--- src/rtl/segptr_pkg.sv ---
package segptr_pkg;
  localparam int NUM_REGS = 16;
  localparam int WORD_W   = 16;
  localparam int SEG_W    = 7;
  localparam int IDX_W    = $clog2(NUM_REGS);
  localparam int PACK_W   = 2 * WORD_W;
  localparam int SEG_LSB  = WORD_W - 1 - SEG_W;   // segment field in high word
  localparam int PSEG_LSB = PACK_W - 1 - SEG_W;   // segment field in packed form

  typedef enum logic [2:0] {
    OP_IDLE     = 3'd0,
    OP_ADD      = 3'd1,
    OP_SUB      = 3'd2,
    OP_LDA_DISP = 3'd3,
    OP_LDA_ABS  = 3'd4,
    OP_LDA_ABSX = 3'd5,
    OP_WR_PACK  = 3'd6,
    OP_WR_WORD  = 3'd7
  } ptrOp_e;

  typedef enum logic [1:0] {LO_REG, LO_ADDR, LO_STEP} loSrc_e;
  typedef enum logic [1:0] {HI_REG, HI_ADDR, HI_MERGE} hiSrc_e;
  typedef enum logic [1:0] {ADJ_NONE, ADJ_ADD, ADJ_SUB} adj_e;

  typedef struct packed {
    logic             wrHi;
    logic             wrLo;
    logic [IDX_W-1:0] hiIdx;
    logic [IDX_W-1:0] loIdx;
    logic [IDX_W-1:0] hiRdIdx;
    logic [IDX_W-1:0] loRdIdx;
    logic [IDX_W-1:0] baseIdx;
    hiSrc_e           hiSrc;
    loSrc_e           loSrc;
    adj_e             adj;
    logic             useBase;
    logic             err;
  } strobe_t;
endpackage

--- src/rtl/segptr_ctrl.sv ---
module segptr_ctrl
  import segptr_pkg::*;
(
  input  logic             clk,
  input  logic             rstN,
  input  logic             valid,
  input  logic             segMode,
  input  logic [2:0]       opCode,
  input  logic [IDX_W-1:0] regA,
  input  logic [IDX_W-1:0] regB,
  output strobe_t          st,
  output logic             errFlag
);
  ptrOp_e           op;
  logic [IDX_W-1:0] evenA, oddA, evenB, oddB, loTarget;
  logic             pairOp, badIdx;

  assign op       = ptrOp_e'(opCode);
  assign evenA    = {regA[IDX_W-1:1], 1'b0};
  assign oddA     = {regA[IDX_W-1:1], 1'b1};
  assign evenB    = {regB[IDX_W-1:1], 1'b0};
  assign oddB     = {regB[IDX_W-1:1], 1'b1};
  assign loTarget = segMode ? oddA : regA;
  assign pairOp   = segMode && (op != OP_IDLE) && (op != OP_WR_WORD);
  assign badIdx   = pairOp && (regA[0] || ((op == OP_LDA_DISP) && regB[0]));

  always_comb begin
    st         = '0;
    st.hiSrc   = HI_REG;
    st.loSrc   = LO_REG;
    st.adj     = ADJ_NONE;
    st.loIdx   = loTarget;
    st.hiIdx   = evenA;
    st.loRdIdx = loTarget;
    st.hiRdIdx = evenB;
    st.baseIdx = regB;
    st.err     = valid && badIdx;
    if (valid && !badIdx) begin
      unique case (op)
        OP_ADD, OP_SUB: begin
          st.wrLo = 1'b1;
          st.adj  = (op == OP_ADD) ? ADJ_ADD : ADJ_SUB;
        end
        OP_LDA_DISP: begin
          st.wrLo    = 1'b1;
          st.wrHi    = segMode;
          st.loRdIdx = segMode ? oddB : regB;
          st.adj     = ADJ_ADD;
        end
        OP_LDA_ABS, OP_LDA_ABSX: begin
          st.wrLo    = 1'b1;
          st.wrHi    = segMode;
          st.loSrc   = LO_ADDR;
          st.hiSrc   = HI_ADDR;
          st.useBase = (op == OP_LDA_ABSX);
          st.adj     = (op == OP_LDA_ABSX) ? ADJ_ADD : ADJ_NONE;
        end
        OP_WR_PACK: begin
          st.wrLo  = 1'b1;
          st.wrHi  = segMode;
          st.loSrc = LO_ADDR;
          st.hiSrc = HI_MERGE;
        end
        OP_WR_WORD: begin
          st.wrLo  = 1'b1;
          st.loIdx = regA;
          st.loSrc = LO_STEP;
        end
        default: ;
      endcase
    end
  end

  always_ff @(posedge clk or negedge rstN) begin
    if (!rstN) errFlag <= 1'b0;
    else       errFlag <= st.err;
  end

  // an odd pair index under a strobe produces the error pulse next cycle
  assert_err_pulse_R10: assert property (@(posedge clk) disable iff (!rstN)
    (valid && segMode && regA[0] && (opCode != 3'd0) && (opCode != 3'd7)) |=> errFlag);

  // the pulse lasts one cycle when no new strobe arrives
  assert_err_single_R10: assert property (@(posedge clk) disable iff (!rstN)
    (errFlag && !valid) |=> !errFlag);

  // no strobe, no write request
  assert_idle_nowrite_R11: assert property (@(posedge clk) disable iff (!rstN)
    !valid |-> !(st.wrHi || st.wrLo));
endmodule

--- src/rtl/segptr_dp.sv ---
module segptr_dp
  import segptr_pkg::*;
(
  input  logic              clk,
  input  logic              rstN,
  input  strobe_t           st,
  input  logic              segMode,
  input  logic [IDX_W-1:0]  regA,
  input  logic [WORD_W-1:0] stepIn,
  input  logic [PACK_W-1:0] addrIn,
  input  logic [IDX_W-1:0]  rdIdx,
  output logic [WORD_W-1:0] rdData,
  output logic [PACK_W-1:0] packedAddr
);
  logic [WORD_W-1:0] rf [NUM_REGS];
  logic [WORD_W-1:0] loBase, addend, loNext, hiNext, hiOld, loOld, partnerOld;
  logic [IDX_W-1:0]  evenA, oddA, partnerIdx;
  logic              unusedBits;

  assign unusedBits = ^{addrIn[PACK_W-1], addrIn[PSEG_LSB-1:WORD_W]};
  assign evenA      = {regA[IDX_W-1:1], 1'b0};
  assign oddA       = {regA[IDX_W-1:1], 1'b1};
  assign hiOld      = rf[st.hiIdx];
  assign loOld      = rf[st.loIdx];
  assign partnerIdx = st.loIdx ^ IDX_W'(1);
  assign partnerOld = rf[partnerIdx];

  always_comb begin
    unique case (st.loSrc)
      LO_ADDR: loBase = addrIn[WORD_W-1:0];
      LO_STEP: loBase = stepIn;
      default: loBase = rf[st.loRdIdx];
    endcase
    addend = st.useBase ? rf[st.baseIdx] : stepIn;
    unique case (st.adj)
      ADJ_ADD: loNext = loBase + addend;
      ADJ_SUB: loNext = loBase - addend;
      default: loNext = loBase;
    endcase
    unique case (st.hiSrc)
      HI_ADDR: hiNext = addrIn[PACK_W-1:WORD_W];
      HI_MERGE: begin
        hiNext = hiOld;
        hiNext[SEG_LSB +: SEG_W] = addrIn[PSEG_LSB +: SEG_W];
      end
      default: hiNext = rf[st.hiRdIdx];
    endcase
  end

  for (genvar g = 0; g < NUM_REGS; g++) begin : gReg
    always_ff @(posedge clk or negedge rstN) begin
      if (!rstN)                                    rf[g] <= '0;
      else if (st.wrHi && st.hiIdx == IDX_W'(g))    rf[g] <= hiNext;
      else if (st.wrLo && st.loIdx == IDX_W'(g))    rf[g] <= loNext;
    end
  end

  assign rdData = rf[rdIdx];

  always_comb begin
    packedAddr = '0;
    if (segMode) begin
      packedAddr[PACK_W-1]             = 1'b1;
      packedAddr[PSEG_LSB +: SEG_W]    = rf[evenA][SEG_LSB +: SEG_W];
      packedAddr[WORD_W-1:0]           = rf[oddA];
    end else begin
      packedAddr[WORD_W-1:0]           = rf[regA];
    end
  end

  // a lone offset update leaves the partner (segment) word untouched
  assert_seg_kept_R5: assert property (@(posedge clk) disable iff (!rstN)
    (st.wrLo && !st.wrHi && segMode && st.adj != ADJ_NONE)
      |=> rf[$past(partnerIdx)] == $past(partnerOld));

  // in-place add wraps modulo the word width
  assert_offset_wrap_R5: assert property (@(posedge clk) disable iff (!rstN)
    (st.wrLo && st.adj == ADJ_ADD && !st.useBase && st.loSrc == LO_REG
       && st.loRdIdx == st.loIdx)
      |=> rf[$past(st.loIdx)] == WORD_W'($past(loOld) + $past(stepIn)));

  // merging a segment keeps bit 15 and the low byte of the high word
  assert_merge_keep_R4: assert property (@(posedge clk) disable iff (!rstN)
    (st.wrHi && st.hiSrc == HI_MERGE)
      |=> (rf[$past(st.hiIdx)][WORD_W-1] == $past(hiOld[WORD_W-1]))
       && (rf[$past(st.hiIdx)][SEG_LSB-1:0] == $past(hiOld[SEG_LSB-1:0])));

  // a rejected operation requests no write
  assert_err_nowrite_R10: assert property (@(posedge clk) disable iff (!rstN)
    st.err |-> !(st.wrHi || st.wrLo));
endmodule

--- src/rtl/segptr_unit.sv ---
module segptr_unit
  import segptr_pkg::*;
(
  input  logic              clk,
  input  logic              rstN,
  input  logic              valid,
  input  logic              segMode,
  input  logic [2:0]        opCode,
  input  logic [IDX_W-1:0]  regA,
  input  logic [IDX_W-1:0]  regB,
  input  logic [WORD_W-1:0] stepIn,
  input  logic [PACK_W-1:0] addrIn,
  input  logic [IDX_W-1:0]  rdIdx,
  output logic [WORD_W-1:0] rdData,
  output logic [PACK_W-1:0] packedAddr,
  output logic              errFlag
);
  strobe_t st;

  segptr_ctrl u_ctrl (
    .clk(clk), .rstN(rstN), .valid(valid), .segMode(segMode),
    .opCode(opCode), .regA(regA), .regB(regB), .st(st), .errFlag(errFlag)
  );

  segptr_dp u_dp (
    .clk(clk), .rstN(rstN), .st(st), .segMode(segMode), .regA(regA),
    .stepIn(stepIn), .addrIn(addrIn), .rdIdx(rdIdx),
    .rdData(rdData), .packedAddr(packedAddr)
  );
endmodule

--- config.mk ---
export PLATFORM = sky130hd
export DESIGN_NAME = segptr_unit
export DESIGN_NICKNAME = d
export VERILOG_FILES = /design/src/rtl/segptr_pkg.sv /design/src/rtl/segptr_ctrl.sv /design/src/rtl/segptr_dp.sv /design/src/rtl/segptr_unit.sv
export SDC_FILE = /design/constraint.sdc
export NUM_CORES = 1
export LEC_CHECK = 0
export CAP_MARGIN = 20
export CORE_ASPECT_RATIO = 0.8
export CORE_MARGIN = 2
export CORE_UTILIZATION = 55
export CTS_CLUSTER_SIZE = 10
export DETAILED_ROUTE_END_ITERATION = 7
export PLACE_DENSITY = 0.83
export SYNTH_ARGS = -nofsm -noshare
export SYNTH_HDL_FRONTEND = slang
export SYNTH_SLANG_ARGS = --single-unit
--- constraint.sdc ---
create_clock -name clk -period 13.3 [get_ports clk]
set_input_delay 1.33 -clock clk [delete_from_list [all_inputs] [get_ports clk]]
set_output_delay 1.33 -clock clk [all_outputs]
set_load 0.1 [all_outputs]
### Word-level counts from Yosys, hierarchy flattened

Index checks and enable logic that the tools add are counted.

* add/sub/neg operators: 2
* order comparisons: 7
* eq/ne operators: 36
* muxes and demuxes: 59
* bitwise gates (word level): 7
* reduce and logical (&&, ||, !) cells: 48

Operators with widths (number)
* 16-bit two-way mux: 32
* 16-bit binary-select mux with 4-bit select: 7
* 16-bit one-hot mux with 2 select lines: 3
* 5-bit >= comparator, second input constant: 7
* 4-bit NOT with 5-bit output: 7
* 4-bit equality test, second input constant: 8
* 1-bit logical AND: 30
* 3-bit equality test, second input constant: 8
* 16-bit adder: 1
* 4-bit by 3-bit equality test with 1-bit output, second input constant: 4
* 2-bit nonzero test: 8
* 16-bit subtractor: 1
* 3-bit by 2-bit equality test with 1-bit output, second input constant: 4
* 4-bit by 2-bit equality test with 1-bit output, second input constant: 2
* 4-bit logical NOT: 2
* 1-bit two-way mux: 8
* 4-bit two-way mux: 2
* 8-bit two-way mux: 1
* 2-bit one-hot mux with 2 select lines: 2
* 7-bit two-way mux: 1
* 7-bit OR reduction: 1
* 2-bit by 1-bit equality test with 1-bit output, second input constant: 3
* 2-bit equality test, second input constant: 3
* 3-bit by 1-bit equality test with 1-bit output, second input constant: 2
* other kinds (10): 12

* flip-flop bits (word level): 257
* input bits: 67
* output and inout port bits: 49
* logic and storage cells: 176

### Depth between registers and ports, before layout

* depth in word-level cells: 16
* depth in mapped cells: 28
* depth with buffers taken out: 23

### Modules after synthesis

A second synthesis with hierarchy kept.

* cells, all modules: 2482
* area, all modules: 26112.5 um^2

Modules (own cells, without submodules)
* segptr_dp: instances 1, cells an instance 2434, area each 25735.9 um^2, seq. area each 6406.1 um^2
* segptr_ctrl: instances 1, cells an instance 48, area each 376.6 um^2, seq. area each 25.0 um^2

### Worst setup path after synthesis

OpenSTA, ideal clock, no wires.

* path type: input-to-reg
* from: input port regB[0]
* to: register u_dp.rf[254] (netlist bit)
* setup time: 0.134 ns
* arrival time: 6.203 ns
* data required time: 13.166 ns
* path slack: 6.963 ns
* stages: 27
* buffers on the path: 5
* cell sequence: buf_2 -> a21o_1 -> o2111ai_1 -> buf_4 -> and2_1 -> clkbuf_1 -> nand2_1 -> a21oi_1 -> inv_1 -> ha_1 -> clkbuf_1 -> a221o_1 -> and2_1 -> or2_2 -> fa_1 -> a21o_1 -> a21oi_1 -> o21bai_1 -> a21oi_1 -> o21bai_1 -> a211oi_1 -> o21ai_0 -> a41oi_1 -> xnor2_1 -> mux2i_1 -> clkbuf_1 -> o21ai_0

* cells in the longest elaborated chain, start to end: 15
* elaborated cells on any way between the ends: 37
* those cells by class: add/sub: 2; eq/ne: 6; mux: 18; bitwise: 2; reduce/logical: 9

RTL lines
* start: declaration: line segptr_unit.sv:10 `input logic [IDX_W-1:0] regB,`
* 1-bit logical AND: line segptr_ctrl.sv:25 `assign badIdx = pairOp && (regA[0] || ((op == OP_LDA_DISP) && regB[0]));`
* 1-bit logical OR: line segptr_ctrl.sv:25
* 1-bit logical AND: line segptr_ctrl.sv:25
* 1-bit logical NOT: line segptr_ctrl.sv:38 `if (valid && !badIdx) begin`
* 1-bit logical AND: line segptr_ctrl.sv:38
* 4-bit two-way mux: line segptr_ctrl.sv:38
* 4-bit NOT with 5-bit output (implied by the code): line segptr_dp.sv:32 `default: loBase = rf[st.loRdIdx];`
* 16-bit binary-select mux with 4-bit select: line segptr_dp.sv:32
* 16-bit two-way mux (implied by the code) (2 in series): line segptr_dp.sv:32
* 16-bit one-hot mux with 2 select lines: line segptr_dp.sv:29 `unique case (st.loSrc)`
* 16-bit subtractor or 16-bit adder (tied branches): line segptr_dp.sv:37, segptr_dp.sv:36
* 16-bit one-hot mux with 2 select lines: line segptr_dp.sv:35 `unique case (st.adj)`
* 16-bit two-way mux: line segptr_dp.sv:54 `else if (st.wrLo && st.loIdx == IDX_W'(g)) rf[g] <= loNext;`
* 16-bit two-way mux: line segptr_dp.sv:53 `else if (st.wrHi && st.hiIdx == IDX_W'(g)) rf[g] <= hiNext;`
* end signal: indexed assignment: line segptr_dp.sv:53
* end signal: indexed assignment: line segptr_dp.sv:54
* end: declaration: line segptr_dp.sv:15 `logic [WORD_W-1:0] rf [NUM_REGS];`

Parallel ways exist; a longest one is shown, timed or not. The select of a mux whose other input is x is not followed.
A chain may end at the register's enable or synchronous reset.

### Final worst setup path

* from: input port opCode[1]
* to: register u_dp.rf[94] (netlist bit)

* cells in the longest elaborated chain, start to end: 16
* elaborated cells on any way between the ends: 57
* those cells by class: add/sub: 2; eq/ne: 15; mux: 23; bitwise: 1; reduce/logical: 16

RTL lines
* start: declaration: line segptr_unit.sv:8 `input logic [2:0] opCode,`
* 3-bit by 2-bit equality test with 1-bit output or 3-bit nonzero test (tied branches): line segptr_ctrl.sv:25, segptr_ctrl.sv:39, segptr_ctrl.sv:24
* 1-bit logical AND (on tied branches): line segptr_ctrl.sv:25, segptr_ctrl.sv:24
* 1-bit logical OR or 1-bit logical AND (tied branches): line segptr_ctrl.sv:25, segptr_ctrl.sv:24
* 1-bit logical AND: line segptr_ctrl.sv:25
* 1-bit logical NOT: line segptr_ctrl.sv:38
* 1-bit logical AND: line segptr_ctrl.sv:38
* 4-bit two-way mux: line segptr_ctrl.sv:38
* 4-bit NOT with 5-bit output (implied by the code): line segptr_dp.sv:32
* 16-bit binary-select mux with 4-bit select: line segptr_dp.sv:32
* 16-bit two-way mux (implied by the code) (2 in series): line segptr_dp.sv:32
* 16-bit one-hot mux with 2 select lines: line segptr_dp.sv:29
* 16-bit subtractor or 16-bit adder (tied branches): line segptr_dp.sv:37, segptr_dp.sv:36
* 16-bit one-hot mux with 2 select lines: line segptr_dp.sv:35
* 16-bit two-way mux: line segptr_dp.sv:54
* 16-bit two-way mux: line segptr_dp.sv:53

Parallel ways exist; a longest one is shown, timed or not. The select of a mux whose other input is x is not followed.

==> impl_results.md <==
* Max-Cap Viols at 0
* CTS sink count at 257
* Worst vdd ir at 0.176 mV
* Ports at 116
* Final clock skew at 0.0246 ns
* Status: finished, final reports clean
* Syn_area_per_cell at 9.84 µm²
* WL met3 at 13,000 µm
* CTS tree: yes
* Gr ovfl total at 0
* Slew of the pin with the lowest slew margin at 1.34 ns
* Worst Hold Launch: u_dp.rf[142]
* DIE WIDTH at 221 µm
* Largest net degree at the start of global routing at 120
* Nets at 2,182
* Clk_lat worst skew at 0.62 ns
* Hold-fix buffers, CTS at 0
* Global Route Usage Sum at 43.7%
* Vias post-DR at 20,300
* Initial antenna violation count at 0
* Max incr delay on CP at 0.75 ns
* Leak at 0.00905 µW
* Met2 wire length at 35,100 µm
* Number of flops mapped to enable cells by yosys at 0
* Worst path cell trace: clkdlybuf4s50_1 > nand4b_1 > nor3_1 > or2_4 > buf_4 > o2111ai_1 > a31oi_1 > nor2_1 > and2_1 > or2_2 > fa_1 > a21o_1 > a21oi_1 > o21bai_1 > a21oi_1 > o21bai_1 > a211oi_1 > o21ai_0 > a41oi_1 > xnor2_1 > mux2i_1 > buf_4 > o21ai_0
* Critical-path top delay cell: clkdlybuf4s50_1
* Worst r2r src: u_dp.rf[49]
* WL/cell at 32.5 µm
* DRT Wirelength at 84,400 µm
* Sequential fraction of the synthesis area at 31.2%
* Worst hold path cell count at 2
* Sum Neg Setup Slack at 0 ns
* H-tree depth at 1
* Fin crit share at 62.3%
* Cts repair resizes at 0
* Number of global-route vias before repair at 19,700
* First-pass GRT wire length at 126,000 µm
* Ys async rst share at 100%
* Max_slew headroom at 10.6%
* Synth top area share at 31.2%
* Setup-failing EPs final at 0
* DRT iter0 DRCs at 4,057
* IO buf count at 107
* Hold crit path type: flop to flop
* Clk buf depth at 3
* R2r endpoint: u_dp.rf[79]
* Final GP Congestion at 1.04
* Post-Synthesis Cells at 2,097
* Post-CTS setup buffer count at 0
* Fmax at 121 MHz
* Root buffer cell: clkbuf_16
* Post-route ant nets at 0
* Top_reg_cell synth: dfrtp_1
* YS warnings at 0
* Die height at 177 µm
* Max Slew Vio Count at 0
* Most area-consuming cells after synthesis: dfrtp_1 31%, mux4_2 24%, nand2_1 7.8%
* Final Hold Viols at 0
* Flop-to-flop setup slack at 7.24 ns
* FF+latch count, synth at 257
* Dpl cell area at 21,800 µm²
* Critical path endpoint category: flop
* DRC at 0
* Final WS setup at 5.01 ns
* DP Wirelength at 55,500 µm
* Die area at 39,100 µm²
* Share of layout cells above drive strength 1 at 18.9%
* CTS clock-pin slew for the worst setup and hold paths at 0.06 ns
* Number of vias per cell at 7.83
* Top routing layer in use: met4
* Critical Path RT at 13.73 ns
* Commonest non-fill, non-tap cell in the layout: nand2_1
* CTS Buf Count at 31
* Area growth syn-to-layout at 10.5%
* PwrDens at 178 nW/µm²
* Ant. Diodes at 0
* Hold Path End: u_dp.rf[142]
* Critical path arrival at 8.72 ns
* Synth unique cells at 61
* Design area at 22,800 µm²
* DRT Pass-1 Iters at 7
* Netlist Area Pre-Place at 20,600 µm²
* Worst setup path class: input pin to flop
* DP Worst Slack at 4.35 ns
* Min Tclk post-route at 8.29 ns
* RSZ-0062 raised after global routing: no
* Wl on met1 at 28,900 µm
* Core ar. at 37,000 µm²
* Startpoint types: input pin
* Most area-hungry cell type in the Yosys netlist: dfrtp_1
* Row count at 63
* Most frequent cells in the layout: 425 x nand2_1, 257 x dfrtp_1, 218 x mux4_2
* R2R depth at 18
* CP max FO at 61
* Starting density of the core at 55.7%
==> cells in the mapped netlist (39+ instances only) <==
master    number
dfrtp_1      257
mux2_2        51
a21oi_1       48
clkbuf_1     127
nor2_1        70
o21ai_0      201
nand3_1       71
a22oi_1       63
nand2_1      428
mux4_2       218
o221ai_1      64
and3_1        39
==> metal layers <==
layer	global-route usage, %	vias to the layer above
met5	0.897	-
met4	31.7	0
met2	61.1	2035
met3	15.1	496
met1	56.3	9719
li1	-	8041
==> cell type report <==
cell class,instances,area [µm²]
clock buffer,41,873
clock inverter,3,55.1
fill,2995,14200
inverter,21,78.8
multi-input combinational,1619,13300
sequential,257,6430
tap,487,609
timing repair buffer,164,1470
==> how the worst max path moves through the flow <==
stage / startpoint / to / cells past startpoint
5_1_grt: opCode[1] / u_dp.rf[142] / 23
3_3_place_gp: regB[0] / u_dp.rf[206] / 23
3_5_place_dp: opCode[1] / u_dp.rf[94] / 22
6_report: opCode[1] / u_dp.rf[94] / 23
2_1_floorplan: regB[0] / u_dp.rf[254] / 27
4_1_cts: opCode[1] / u_dp.rf[94] / 22
==> where the power goes <==
part	switching, µW	leakage, µW	internal [µW]
Sequential	420	0.00334	1030
Combinational	1020	0.00525	764
Clock	344	0.000458	470
==> metrics by stage <==
step / instances / hold slack (ns) / utilization, % / total power (µW)
floorplan: 2104 / 0.491 / - / 2600
global placement: 2543 / 0.532 / 58.9 / 3090
detailed placement: 2543 / 0.545 / 58.9 / 3150
CTS: 2587 / 0.556 / 61.5 / 3960
global route: 2592 / 0.578 / 61.6 / 4200
finish: 2592 / 0.564 / 61.6 / 4050
==> registers in the layout, summed over array words and instances (netlist names) <==
name,count
u_dp.rf,256
u_ctrl.errFlag,1
==> cell families after synthesis <==
kind of cell | share of synthesized area, %
AND/OR/NAND/NOR | 14.8
XOR/XNOR | 1.15
multiplexers | 28.2
other | 0.0182
flip-flops | 31.2
AO/OA/AOI/OAI | 18.6
adder cells (fa/ha/maj) | 1.31
buffers and inverters | 4.72
==> worst max-delay path: cells and delay by family <==
kind / cells / cell delay (ns)
fa+ha+maj: 1 / 0.47
compound gates: 11 / 2.39
mux: 1 / 0.39
buf+inv: 3 / 1.67
simple gates: 6 / 2.25
xor+xnor: 1 / 0.13
(Power assumes the default switching activity.)
